$ cat src/rtl/lbr_pkg.sv
package lbr_pkg;

   typedef enum logic [1:0] {
      BR_CNT_BOT  = 2'b00,
      BR_CNT_MID  = 2'b01,
      BR_COND_BOT = 2'b10,
      BR_COND_MID = 2'b11
   } br_kind_e;

   typedef struct packed {
      logic cont;
      logic rotate;
      logic dec_lc;
      logic dec_ec;
      logic pred_val;
   } br_act_t;

endpackage

$ cat src/rtl/lbr_decide.sv
module lbr_decide
   import lbr_pkg::*;
#(
   parameter int unsigned LC_W = 64,
   parameter int unsigned EC_W = 6
) (
   input  logic [1:0]      kind,
   input  logic            qp,
   input  logic [LC_W-1:0] lc,
   input  logic [EC_W-1:0] ec,
   output br_act_t         act
);
   logic counted;
   logic lc_nz;
   logic ec_nz;
   logic ec_gt1;

   assign counted = ~kind[1];
   assign lc_nz   = |lc;
   assign ec_nz   = |ec;
   assign ec_gt1  = ec > EC_W'(1);

   always_comb begin
      act = '0;
      if (counted && lc_nz) begin
         act.cont     = 1'b1;
         act.rotate   = 1'b1;
         act.dec_lc   = 1'b1;
         act.pred_val = 1'b1;
      end else if (!counted && qp) begin
         act.cont   = 1'b1;
         act.rotate = 1'b1;
      end else if (ec_nz) begin
         act.cont   = ec_gt1;
         act.rotate = 1'b1;
         act.dec_ec = 1'b1;
      end
   end

   // only one counter may be decremented per branch
   always_comb begin
      if (act.dec_lc) assert_one_counter_R2 : assert (!act.dec_ec);
   end

   // the trip counter is never consumed by a conditional kind
   always_comb begin
      if (kind[1]) assert_cond_no_lc_R10 : assert (!act.dec_lc && !act.pred_val);
   end
endmodule

$ cat src/rtl/lbr_rot_base.sv
module lbr_rot_base #(
   parameter int unsigned SIZE = 96,
   parameter int unsigned W    = $clog2(SIZE)
) (
   input  logic         clk,
   input  logic         rst,
   input  logic         step,
   output logic [W-1:0] base
);
   localparam logic [W-1:0] TOP = W'(SIZE - 1);
   logic [W-1:0] nxt;

   generate
      if (SIZE < 2) begin : g_bad_size
         $error("lbr_rot_base: SIZE must be at least 2");
      end
      if ((SIZE & (SIZE - 1)) == 0) begin : g_pow2
         assign nxt = base - 1'b1;
      end else begin : g_mod
         assign nxt = (base == '0) ? TOP : base - 1'b1;
      end
   endgenerate

   always_ff @(posedge clk) begin
      if (rst)       base <= '0;
      else if (step) base <= nxt;
   end

   assert_wrap_R11 : assert property (@(posedge clk) disable iff (rst)
      step && base == '0 |=> base == TOP);
   assert_step_R11 : assert property (@(posedge clk) disable iff (rst)
      step && base != '0 |=> base == $past(base) - 1'b1);
   assert_hold_R11 : assert property (@(posedge clk) disable iff (rst)
      !step |=> $stable(base));
endmodule

$ cat src/rtl/loop_branch_unit.sv
module loop_branch_unit
   import lbr_pkg::*;
#(
   parameter int unsigned LC_W   = 64,
   parameter int unsigned EC_W   = 6,
   parameter int unsigned GR_ROT = 96,
   parameter int unsigned FR_ROT = 96,
   parameter int unsigned PR_ROT = 48,
   parameter int unsigned GR_W   = $clog2(GR_ROT),
   parameter int unsigned FR_W   = $clog2(FR_ROT),
   parameter int unsigned PR_W   = $clog2(PR_ROT)
) (
   input  logic            clk,
   input  logic            rst,
   input  logic            req_valid,
   input  logic [1:0]      req_kind,
   input  logic            req_qp,
   input  logic            lc_load,
   input  logic [LC_W-1:0] lc_load_val,
   input  logic            ec_load,
   input  logic [EC_W-1:0] ec_load_val,
   output logic            br_taken,
   output logic            rot_strobe,
   output logic            pred_we,
   output logic            pred_val,
   output logic [LC_W-1:0] lc_q,
   output logic [EC_W-1:0] ec_q,
   output logic [GR_W-1:0] gr_base,
   output logic [FR_W-1:0] fr_base,
   output logic [PR_W-1:0] pr_base
);
   generate
      if (EC_W < 2) begin : g_bad_ec
         $error("loop_branch_unit: EC_W must be at least 2");
      end
      if (LC_W < 1) begin : g_bad_lc
         $error("loop_branch_unit: LC_W must be at least 1");
      end
   endgenerate

   br_act_t act;

   lbr_decide #(.LC_W(LC_W), .EC_W(EC_W)) u_decide (
      .kind (req_kind),
      .qp   (req_qp),
      .lc   (lc_q),
      .ec   (ec_q),
      .act  (act)
   );

   assign br_taken   = req_valid & (req_kind[0] ? ~act.cont : act.cont);
   assign rot_strobe = req_valid & act.rotate;
   assign pred_we    = req_valid;
   assign pred_val   = req_valid & act.pred_val;

   always_ff @(posedge clk) begin
      if (rst)                          lc_q <= '0;
      else if (lc_load)                 lc_q <= lc_load_val;
      else if (req_valid && act.dec_lc) lc_q <= lc_q - 1'b1;
   end

   always_ff @(posedge clk) begin
      if (rst)                          ec_q <= '0;
      else if (ec_load)                 ec_q <= ec_load_val;
      else if (req_valid && act.dec_ec) ec_q <= ec_q - 1'b1;
   end

   lbr_rot_base #(.SIZE(GR_ROT), .W(GR_W)) u_gr (
      .clk (clk), .rst (rst), .step (rot_strobe), .base (gr_base));
   lbr_rot_base #(.SIZE(FR_ROT), .W(FR_W)) u_fr (
      .clk (clk), .rst (rst), .step (rot_strobe), .base (fr_base));
   lbr_rot_base #(.SIZE(PR_ROT), .W(PR_W)) u_pr (
      .clk (clk), .rst (rst), .step (rot_strobe), .base (pr_base));

   assert_lc_load_R12 : assert property (@(posedge clk) disable iff (rst)
      lc_load |=> lc_q == $past(lc_load_val));
   assert_ec_load_R12 : assert property (@(posedge clk) disable iff (rst)
      ec_load |=> ec_q == $past(ec_load_val));
   assert_cond_keeps_lc_R10 : assert property (@(posedge clk) disable iff (rst)
      req_valid && req_kind[1] && !lc_load |=> $stable(lc_q));
   assert_idle_quiet_R13 : assert property (@(posedge clk) disable iff (rst)
      !req_valid |-> !br_taken && !rot_strobe && !pred_we);
   assert_idle_hold_R13 : assert property (@(posedge clk) disable iff (rst)
      !req_valid && !lc_load && !ec_load |=> $stable(lc_q) && $stable(ec_q));
   assert_empty_exit_R5 : assert property (@(posedge clk) disable iff (rst)
      req_valid && !req_kind[1] && lc_q == '0 && ec_q == '0 && !lc_load && !ec_load
      |-> !rot_strobe && !pred_val ##1 $stable(lc_q) && $stable(ec_q));
   assert_mid_kernel_R1 : assert property (@(posedge clk) disable iff (rst)
      req_valid && req_kind[0] && !req_kind[1] && lc_q != '0 |-> !br_taken);
   assert_drained_cond_R9 : assert property (@(posedge clk) disable iff (rst)
      req_valid && req_kind[1] && !req_qp && ec_q == '0 |-> !rot_strobe);
   assert_last_stage_R4 : assert property (@(posedge clk) disable iff (rst)
      req_valid && !req_kind[1] && lc_q == '0 && ec_q == EC_W'(1) && !ec_load
      |=> ec_q == '0);
endmodule

$ cat config.mk
export PLATFORM = sky130hd
export DESIGN_NAME = loop_branch_unit
export DESIGN_NICKNAME = d
export VERILOG_FILES = /design/src/rtl/lbr_pkg.sv /design/src/rtl/lbr_decide.sv /design/src/rtl/lbr_rot_base.sv /design/src/rtl/loop_branch_unit.sv
export SDC_FILE = /design/constraint.sdc
export NUM_CORES = 1
export LEC_CHECK = 0
export BUFFER_PORTS_ARGS = -buffer_cell sky130_fd_sc_hd__clkbuf_2
export CAP_MARGIN = 20
export CORE_MARGIN = 2
export CORE_UTILIZATION = 47
export DETAILED_ROUTE_END_ITERATION = 16
export PLACE_DENSITY_LB_ADDON = 0.15
export SLEW_MARGIN = 20
export SYNTH_ARGS = -nofsm -noshare
export SYNTH_HDL_FRONTEND = slang
export SYNTH_SLANG_ARGS = --single-unit
$ cat constraint.sdc
create_clock -name clk -period 2.51 [get_ports clk]
set_input_delay 0.1255 -clock clk [delete_from_list [all_inputs] [get_ports clk]]
set_output_delay 0.1255 -clock clk [all_outputs]
set_load 0.05 [all_outputs]
==> results.txt, run 1 <==
pre-CTS setup slack - -0.385 ns
antenna violations before repair - 0
most frequent cells in the layout - clkbuf_2 (167), buf_4 (144), nor2_1 (82)
Final HPWL DP - 13.9 mm
Max VDD drop - 424 uV
RePlAce Congestion - 0.887
final cell count without fillers - 1136
Hold Crit Class - primary input to flip-flop
reg2reg start - lc_q[46]$_SDFFE_PP0P_
Starting Density - 48.0%
Max Cap Violations - 0
Synth Register Bits - 90
Die Area - 12500 sq um
drt pass-1 iters - 5
Worst Setup SP - lc_q[46]$_SDFFE_PP0P_
Layout Skew - 0.00710 ns
post-synthesis cell area - 5480 sq um
Final Util - 81.3%
Die W - 112 um
Skew-Pair Late Insertion Delay - 0.35 ns
pin count of the biggest net entering global routing - 67
vias per cell - 6.29
ant diodes - 0
die height - 112 um
root buffer cell - clkbuf_16
Worst Path Class, Setup - flip-flop to flip-flop
clock slew at reported path FFs - 0.07 ns
total number of vias - 7141
WL final - 22.5 mm
core area - 11400 sq um
I/O Buffers - 171
worst-path fanout max - 11
first-pass GRT wire length - 32.5 mm
top-area cell type share of the netlist area - 32.9%
ranking of synthesized cells by area - dfxtp_1 (33%), a211oi_1 (7.7%), nor2_1 (5.6%)
startpoint types - flip-flop
CTS buffer count - 9
post-synth top area cell - dfxtp_1
vias in the first global route - 6708
register area share after synthesis - 32.9%
Rows - 39
DR WL/cell - 19.8 um
DRC - 0
fraction of layout cells with a size suffix above 1 - 52.2%
Post-synth ARST share - 0%
CTS tree - yes
status - finished with violations
post-route ant nets - 0
placed insts - 1076
Req. time, crit path - 2.72 ns
Area Growth Syn to Fin - 69.4%
failing checks - setup timing
EDFF count, synth - 0
top_reg_cell synth - dfxtp_1
RSZ-0062 raised after global routing - yes
Longest Clk Path Bufs - 2
cell area power density - 553 nW/um^2
final hold viol count - 0
min-delay src - lc_load_val[10]
syn avg cell area - 8.21 sq um
Rel. slew slack - 43.3%
DR iter-0 viols - 592
Tmin final - 3.00 ns
setup violators final - 93
commonest non-fill, non-tap cell in the layout - clkbuf_2
Syn Inst Count - 667
GRT overflow - 0
H-tree depth - 3
CTS sink count - 90
R2R Setup Slk - -0.49 ns
WP data arrival - 3.21 ns
Period Utilization, post-route - 120%
yosys warns - 0
leakage - 3.81 nW
maximum clock rate - 333 MHz
layout net count - 1075
Cell variety after synth - 56
Hold Buf Count CTS - 0
Boundary Pins - 172
min setup slack post-route - -0.493 ns
max-slew violation count - 0
Worst-Margin Slew - 0.851 ns
Tot GR Track Use - 31.3%
Mapped Nets - 754
CP Capture Type - flip-flop
power by group:
part | internal [mW] | switching [mW] | total, mW
combinational | 0.693 | 1.25 | 1.94
clock | 0.894 | 0.608 | 1.50
sequential | 1.56 | 0.132 | 1.69
flip-flops by register name (all words and copies together) (netlist names):
signal,cells
lc_q,64
ec_q,6
u_pr.base,6
u_fr.base,7
u_gr.base,7
metrics by stage:
step | cell area, sq um | setup TNS, ns | total power, mW | hold WS, ns
after floorplan | 5700 | -14.22 | 2.79 | 0.231
after global placement | 7620 | -12.52 | 3.31 | 0.357
after detailed placement | 7620 | -15.31 | 3.35 | 0.355
after CTS | 8670 | -19.39 | 4.94 | 0.00548
after global routing | 9280 | -33.40 | 5.29 | 0.0236
final | 9280 | -26.94 | 5.13 | 0.0117
metal layers:
metal | global-route usage [%] | share of wire, %
met1 | 40.1 | 41
met2 | 52.7 | 48
met3 | 5.44 | 7.9
met4 | 12.3 | 3.1
met5 | 0 | 0
critical path, cell delays in order (launching register included):
cell	delay, ns
dfxtp_4	0.34
or4_1	0.49
or4_4	0.53
buf_4	0.17
buf_12	0.14
nor3_2	0.16
buf_4	0.17
buf_6	0.12
buf_4	0.11
nand3_4	0.09
buf_6	0.17
a41oi_1	0.27
a311oi_2	0.09
timing repair:
action / 4_1_cts / 5_1_grt
resized for setup: 102 / 96
endpoints found under the hold margin: 0 / 0
pin swaps: 48 / 68
cloned: 4 / 2
setup buffers: 26 / 24
endpoints found under the setup margin: 88 / 93
logic make-up after synthesis:
family / after synthesis / share of synthesized area (%)
fa+ha+maj: 9 / 2.06
compound gates: 185 / 26.2
simple gates: 268 / 27.8
buf+inv: 82 / 5.76
flops: 90 / 32.9
mux: 3 / 0.548
xor+xnor: 30 / 4.80
cell usage after synthesis (all sizes together), types with 2 or more instances:
| master | count |
|---|---|
| nand3b | 3 |
| or3 | 24 |
| clkbuf | 42 |
| nor4 | 22 |
| mux2i | 3 |
| nand2 | 15 |
| nand3 | 17 |
| and4 | 16 |
| and3 | 7 |
| a211o | 4 |
| ha | 9 |
| nand4 | 5 |
| clkinv | 2 |
| a41oi | 6 |
| a211oi | 56 |
| nand2b | 11 |
| a31oi | 11 |
| a311oi | 27 |
| or2 | 3 |
| nand4b | 3 |
| inv | 34 |
| o21ai | 14 |
| buf | 4 |
| a21oi | 10 |
| xor2 | 5 |
| or4 | 20 |
| nor3b | 4 |
| o41ai | 3 |
| o31ai | 14 |
| nor2 | 82 |
| nor2b | 3 |
| a221oi | 6 |
| or4b | 2 |
| dfxtp | 90 |
| o31a | 2 |
| xnor2 | 25 |
| a2111oi | 25 |
| nor4b | 2 |
| nor3 | 28 |
area by class of cell:
cell class / instances / area (sq um)
Multi-Input combinational cell: 496 / 4250
Clock inverter: 3 / 41.3
Sequential cell: 90 / 1870
Clock buffer: 13 / 283
Inverter: 36 / 140
Tap cell: 143 / 179
Fill cell: 687 / 2140
Timing Repair Buffer: 355 / 2520
worst paths after layout:
| kind | end | depth (start not counted) |
|---|---|---|
| setup / recovery | u_gr.base[2]$_SDFFE_PP0P_ | 12 |
| hold reg to reg | u_fr.base[5]$_SDFFE_PP0P_ | 2 |
| hold / removal | lc_q[10]$_SDFFE_PP0P_ | 3 |
| setup reg to reg | u_gr.base[2]$_SDFFE_PP0P_ | 12 |
Power figures use the tool's default switching activity.
==> run 2: changes to the inputs <==
- CORE_UTILIZATION: 47 -> 40
==> run 2 against run 1 <==
The flow still finishes with violations (setup timing). First-iteration DRC count down 21%. Worst hold slack worse by 0.0057 ns. Via count down 6.5%. Sequential cell count unchanged. Design area down 7.0%. Critical path depth down 2. Sequential power about the same. Non-clock buffer count down 23. Routed wire length down 11%. Die area up 17%. Clock power about the same. Largest cell class unchanged. Largest power group unchanged. Highest routed layer unchanged.
==> results.txt, run 2 (same netlist as run 1, synthesis figures left out) <==
vias in the first global route - 6382 (was 6708)
total power - 5.02 mW (was 5.13 mW)
cell area power density - 582 nW/um^2 (was 553 nW/um^2)
min setup slack post-route - -0.471 ns (was -0.493 ns)
WL final - 20.2 mm (was 22.5 mm)
RePlAce Congestion - 0.858 (was 0.887)
clock slew at reported path FFs - 0.07 ns (about the same)
Longest Clk Path Bufs - 2 (unchanged)
H-tree depth - 3 (unchanged)
drt pass-1 iters - 5 (unchanged)
crit path max-delay cell type - or4_4 (unchanged)
Tmin final - 2.98 ns (was 3.00 ns)
commonest non-fill, non-tap cell in the layout - clkbuf_2 (unchanged)
CTS sink count - 90 (unchanged)
Largest regs - lc_q (64), u_fr.base (7), u_gr.base (7) (unchanged)
die height - 121 um (was 112 um)
max-slew violation count - 0 (unchanged)
register bank with the most flops - lc_q (unchanged)
fraction of layout cells with a size suffix above 1 - 47.0% (was 52.2%)
Skew-Pair Late Insertion Delay - 0.35 ns (about the same)
pin count of the biggest net entering global routing - 72 (was 67)
setup violators final - 93 (unchanged)
startpoint types - flip-flop (unchanged)
DR iter-0 viols - 467 (was 592)
Register Area - 1870 sq um (unchanged)
Die Area - 14600 sq um (was 12500 sq um)
Period Utilization, post-route - 119% (was 120%)
root buffer cell - clkbuf_16 (unchanged)
final hold viol count - 0 (unchanged)
DR WL/cell - 17.6 um (was 19.8 um)
Area Growth Syn to Fin - 57.5% (was 69.4%)
Rows - 42 (was 39)
GRT overflow - 0 (unchanged)
most frequent cells in the layout - clkbuf_2 (167), buf_4 (144), nor2_1 (82) (unchanged)
CP max stage delay - 0.54 ns (was 0.53 ns)
layout net count - 1051 (was 1075)
Worst-Margin Slew - 0.858 ns (was 0.851 ns)
Worst Path Buf+Inv - 4 (was 6)
vias per cell - 5.83 (was 6.29)
DRC - 0 (unchanged)
worst-path fanout max - 6 (was 11)
leakage - 3.58 nW (was 3.81 nW)
pre-CTS setup slack - -0.432 ns (was -0.385 ns)
critical path's top delay family - simple AND/OR/NAND/NOR gates (unchanged)
Hold Crit Class - primary input to flip-flop (unchanged)
Max VDD drop - 324 uV (was 424 uV)
Max Cap Violations - 0 (unchanged)
CP Capture Type - flip-flop (unchanged)
I/O Buffers - 171 (unchanged)
Rel. slew slack - 42.8% (was 43.3%)
post-route ant nets - 0 (unchanged)
maximum clock rate - 335 MHz (was 333 MHz)
Final HPWL DP - 14.2 mm (was 13.9 mm)
max reg flops - 64 (unchanged)
CTS tree - yes (unchanged)
CTS buffer count - 9 (unchanged)
Die W - 121 um (was 112 um)
Layout Skew - 0.00750 ns (was 0.00710 ns)
core area - 13300 sq um (was 11400 sq um)
Starting Density - 41.2% (was 48.0%)
status - finished with violations (unchanged)
ant diodes - 0 (unchanged)
total number of vias - 6677 (was 7141)
Filler cells - 1160 (was 687)
WP data arrival - 3.23 ns (was 3.21 ns)
crit path cell chain - or4_4, or4_4, nor4_4, buf_4, buf_4, buf_6, a31o_4, a21oi_4, bufbuf_16, a311oi_2 (was or4_1, or4_4, buf_4, buf_12, nor3_2, buf_4, buf_6, buf_4, nand3_4, buf_6, a41oi_1, a311oi_2)
failing checks - setup timing (unchanged)
Tot GR Track Use - 26.9% (was 31.3%)
multi-input logic area - 3830 sq um (was 4250 sq um)
Req. time, crit path - 2.76 ns (was 2.72 ns)
antenna violations before repair - 0 (unchanged)
first-pass GRT wire length - 31.6 mm (was 32.5 mm)
Worst Path Class, Setup - flip-flop to flip-flop (unchanged)
Boundary Pins - 172 (unchanged)
RSZ-0062 raised after global routing - yes (unchanged)
[run 2: cell types whose count changed in the layout (fill, tap and decap cells not counted), moves of 6 or more]
cell,before,now
a211oi_1,36,43
buf_6,29,6
a31oi_4,7,1
a2111oi_4,8,1
[run 2: path summary, 6_finish.rpt]
kind                                                 from                        end  slack [ns]  cells after the start
worst max-delay path                lc_q[43]$_SDFFE_PP0P_  u_pr.base[2]$_SDFFE_PP0P_       -0.47                     10
worst min-delay path                      lc_load_val[62]      lc_q[62]$_SDFFE_PP0P_       0.006                      3
worst max register to register      lc_q[43]$_SDFFE_PP0P_  u_pr.base[2]$_SDFFE_PP0P_       -0.47                     10
worst min register to register  u_pr.base[4]$_SDFFE_PP0P_  u_pr.base[4]$_SDFFE_PP0P_        0.51                      2
[run 2: timing repair]
action                     4_1_cts  5_1_grt
setup endpoints to repair       92       93
pin swaps                       19        9
gates resized for setup         54       41
hold buffers                     4        0
gates cloned                     3        1
hold endpoints to repair         3        0
buffers inserted                16        6
[run 2: per-layer routing]
| layer | vias up | track usage [%] | part of all wire [%] |
|---|---|---|---|
| met5 | - | 0 | 0 |
| met1 | 3242 | 35.9 | 45 |
| met4 | 0 | 11.4 | 2.3 |
| li1 | 3206 | - | - |
| met3 | 32 | 3.85 | 4.8 |
| met2 | 197 | 43.4 | 48 |
[run 2: worst min-delay path, stage by stage]
cell       delay (ns)
clkbuf_2         0.08
inv_1            0.06
a2111oi_2        0.06
[run 2: layout make-up]
class                      count  area share, %
clock buffer                  11           2.93
timing repair buffer         332           25.9
inverter                      36           1.62
multi-input combinational    495           44.4
clock inverter                 5          0.885
sequential                    90           21.7
tap                          176           2.55
[run 2: stage by stage]
stage / hold WS (ns) / instances / utilization, % / cell area, sq um / setup TNS [ns]
global route: 0.0164 / 1145 / 64.9 / 8630 / -34.98
finish: 0.00594 / 1145 / 64.9 / 8630 / -25.91
global placement: 0.357 / 1099 / 57.0 / 7570 / -15.02
detailed placement: 0.366 / 1099 / 57.0 / 7570 / -20.49
CTS: 0.00391 / 1138 / 63.0 / 8380 / -22.57
floorplan: 0.231 / 667 / - / 5700 / -14.22
[run 2: power breakdown]
part / internal [mW] / switching [mW]
combinational: 0.661 / 1.15
sequential: 1.56 / 0.121
clock: 0.923 / 0.610
total: 3.14 / 1.88
==> run 3: changes to the inputs <==
- MAX_ROUTING_LAYER: not set -> met4
==> run 3 against run 2 <==
Highest routed layer unchanged. Setup slack got worse by 0.0048 ns. Largest power group unchanged. Count of clock-buffer cells in the layout unchanged. Clock power about the same. Largest cell class unchanged. First-iteration DRC count decreased by 9.2%. Combinational power about the same. The run still ends with setup timing left.
==> results.txt, run 3 (same netlist as run 1, synthesis figures left out) <==
status - finished with violations (unchanged)
failing checks - setup timing (unchanged)
setup violators final - 93 (unchanged)
antenna violations before repair - 0 (unchanged)
root buffer cell - clkbuf_16 (unchanged)
Max Cap Violations - 0 (unchanged)
layout net count - 1051 (unchanged)
commonest non-fill, non-tap cell in the layout - clkbuf_2 (unchanged)
clock slew at reported path FFs - 0.07 ns (about the same)
H-tree depth - 3 (unchanged)
Rows - 42 (unchanged)
CTS sink count - 90 (unchanged)
worst-path fanout max - 3 (was 6)
final hold viol count - 0 (unchanged)
Hold Worst Slack - 0.00910 ns (was 0.00594 ns)
placed insts - 1099 (unchanged)
core area - 13300 sq um (unchanged)
I/O Buffers - 171 (unchanged)
total number of vias - 6707 (was 6677)
Die Area - 14600 sq um (unchanged)
Period Utilization, post-route - 119% (about the same)
Tot GR Track Use - 27.7% (was 26.9%)
Hold Crit Class - primary input to flip-flop (unchanged)
post-route ant nets - 0 (unchanged)
WL final - 20.2 mm (about the same)
GRT overflow - 0 (unchanged)
Largest regs - lc_q (64), u_fr.base (7), u_gr.base (7) (unchanged)
CTS buffer count - 9 (unchanged)
Tmin final - 2.99 ns (was 2.98 ns)
DR WL/cell - 17.6 um (about the same)
Worst-Margin Slew - 0.855 ns (was 0.858 ns)
drt pass-1 iters - 5 (unchanged)
Longest Clk Path Bufs - 2 (unchanged)
leakage - 3.58 nW (about the same)
Boundary Pins - 172 (unchanged)
vias per cell - 5.86 (was 5.83)
Req. time, crit path - 2.38 ns (was 2.76 ns)
CP Capture Type - primary output (was flip-flop)
min setup slack post-route - -0.476 ns (was -0.471 ns)
Final Instance Area - 8620 sq um (was 8630 sq um)
register bank with the most flops - lc_q (unchanged)
Top Layer Used - met4 (unchanged)
Die W - 121 um (unchanged)
max reg flops - 64 (unchanged)
Final HPWL DP - 14.2 mm (unchanged)
Post-DP Area - 7570 sq um (unchanged)
startpoint types - flip-flop (unchanged)
ant diodes - 0 (unchanged)
M1 WL - 9.06 mm (was 9.09 mm)
Skew-Pair Late Insertion Delay - 0.35 ns (about the same)
DRC - 0 (unchanged)
WP data arrival - 2.86 ns (was 3.23 ns)
WL met3 - 998 um (was 976 um)
Layout Skew - 0.00832 ns (was 0.00750 ns)
DR iter-0 viols - 424 (was 467)
CTS tree - yes (unchanged)
maximum clock rate - 335 MHz (about the same)
vias in the first global route - 6378 (was 6382)
max-slew violation count - 0 (unchanged)
Filler cells - 1162 (was 1160)
most frequent cells in the layout - clkbuf_2 (167), buf_4 (144), nor2_1 (82) (unchanged)
RePlAce Congestion - 0.872 (was 0.858)
RSZ-0062 raised after global routing - yes (unchanged)
Starting Density - 41.2% (unchanged)
final cell count without fillers - 1145 (unchanged)
Rel. slew slack - 43.0% (was 42.8%)
cell area power density - 581 nW/um^2 (was 582 nW/um^2)
Worst Path Class, Setup - flip-flop to primary output (was flip-flop to flip-flop)
Final Util - 64.9% (about the same)
Area Growth Syn to Fin - 57.4% (was 57.5%)
die height - 121 um (unchanged)
met2 wire length - 9.58 mm (was 9.62 mm)
final setup TNS - -26.14 ns (was -25.91 ns)
pin count of the biggest net entering global routing - 72 (unchanged)
fraction of layout cells with a size suffix above 1 - 46.9% (was 47.0%)
Max VDD drop - 322 uV (was 324 uV)
first-pass GRT wire length - 31.6 mm (unchanged)
[run 3: layer usage]
| layer | up-vias | track usage (%) |
|---|---|---|
| met5 | - | - |
| met4 | 0 | 11.4 |
| met3 | 37 | 3.71 |
| met2 | 221 | 43.7 |
| met1 | 3246 | 35.7 |
| li1 | 3203 | - |
[run 3: final cells by class]
cell class	count	area (sq um)	area share, %
multi-input cells	495	3830	44.4
well taps	176	220	2.55
clock buffers	11	253	2.93
clock inverters	5	76.3	0.885
repair buffers	332	2230	25.9
inverters	36	140	1.63
flip-flops and latches	90	1870	21.7
[run 3: what timing repair did]
action | 4_1_cts | 5_1_grt
buffers inserted | 16 | 6
endpoints found under the setup margin | 92 | 93
pin swaps | 19 | 9
hold buffers | 4 | 0
resized for setup | 54 | 40
endpoints found under the hold margin | 3 | 0
cloned | 3 | 1
[run 3: final timing paths]
check	from	end	slack, ns	cells after the start
hold reg to reg	u_pr.base[4]$_SDFFE_PP0P_	u_pr.base[4]$_SDFFE_PP0P_	0.51	2
setup / recovery	lc_q[43]$_SDFFE_PP0P_	br_taken	-0.48	8
setup reg to reg	lc_q[43]$_SDFFE_PP0P_	u_pr.base[2]$_SDFFE_PP0P_	-0.47	10
hold / removal	lc_load_val[62]	lc_q[62]$_SDFFE_PP0P_	0.009	3
[run 3: per-stage QoR]
step	setup slack, ns	total power [mW]
after floorplan	-0.406	2.79
after global placement	-0.408	3.31
after detailed placement	-0.432	3.35
after CTS	-0.502	4.97
after global routing	-0.549	5.23
final	-0.476	5.01
[run 3: worst max-delay path, cell delays in order (launching register included)]
cell	delay, ns
dfxtp_2	0.32
or4_4	0.54
or4_4	0.52
nor4_4	0.23
buf_4	0.19
a31oi_4	0.11
o31a_1	0.29
nor3_4	0.14
buf_8	0.17
[run 3: power breakdown]
part | leakage [nW] | switching (mW) | internal [mW]
registers | 0.760 | 0.120 | 1.56
logic | 2.66 | 1.15 | 0.660
clock network | 0.159 | 0.603 | 0.923
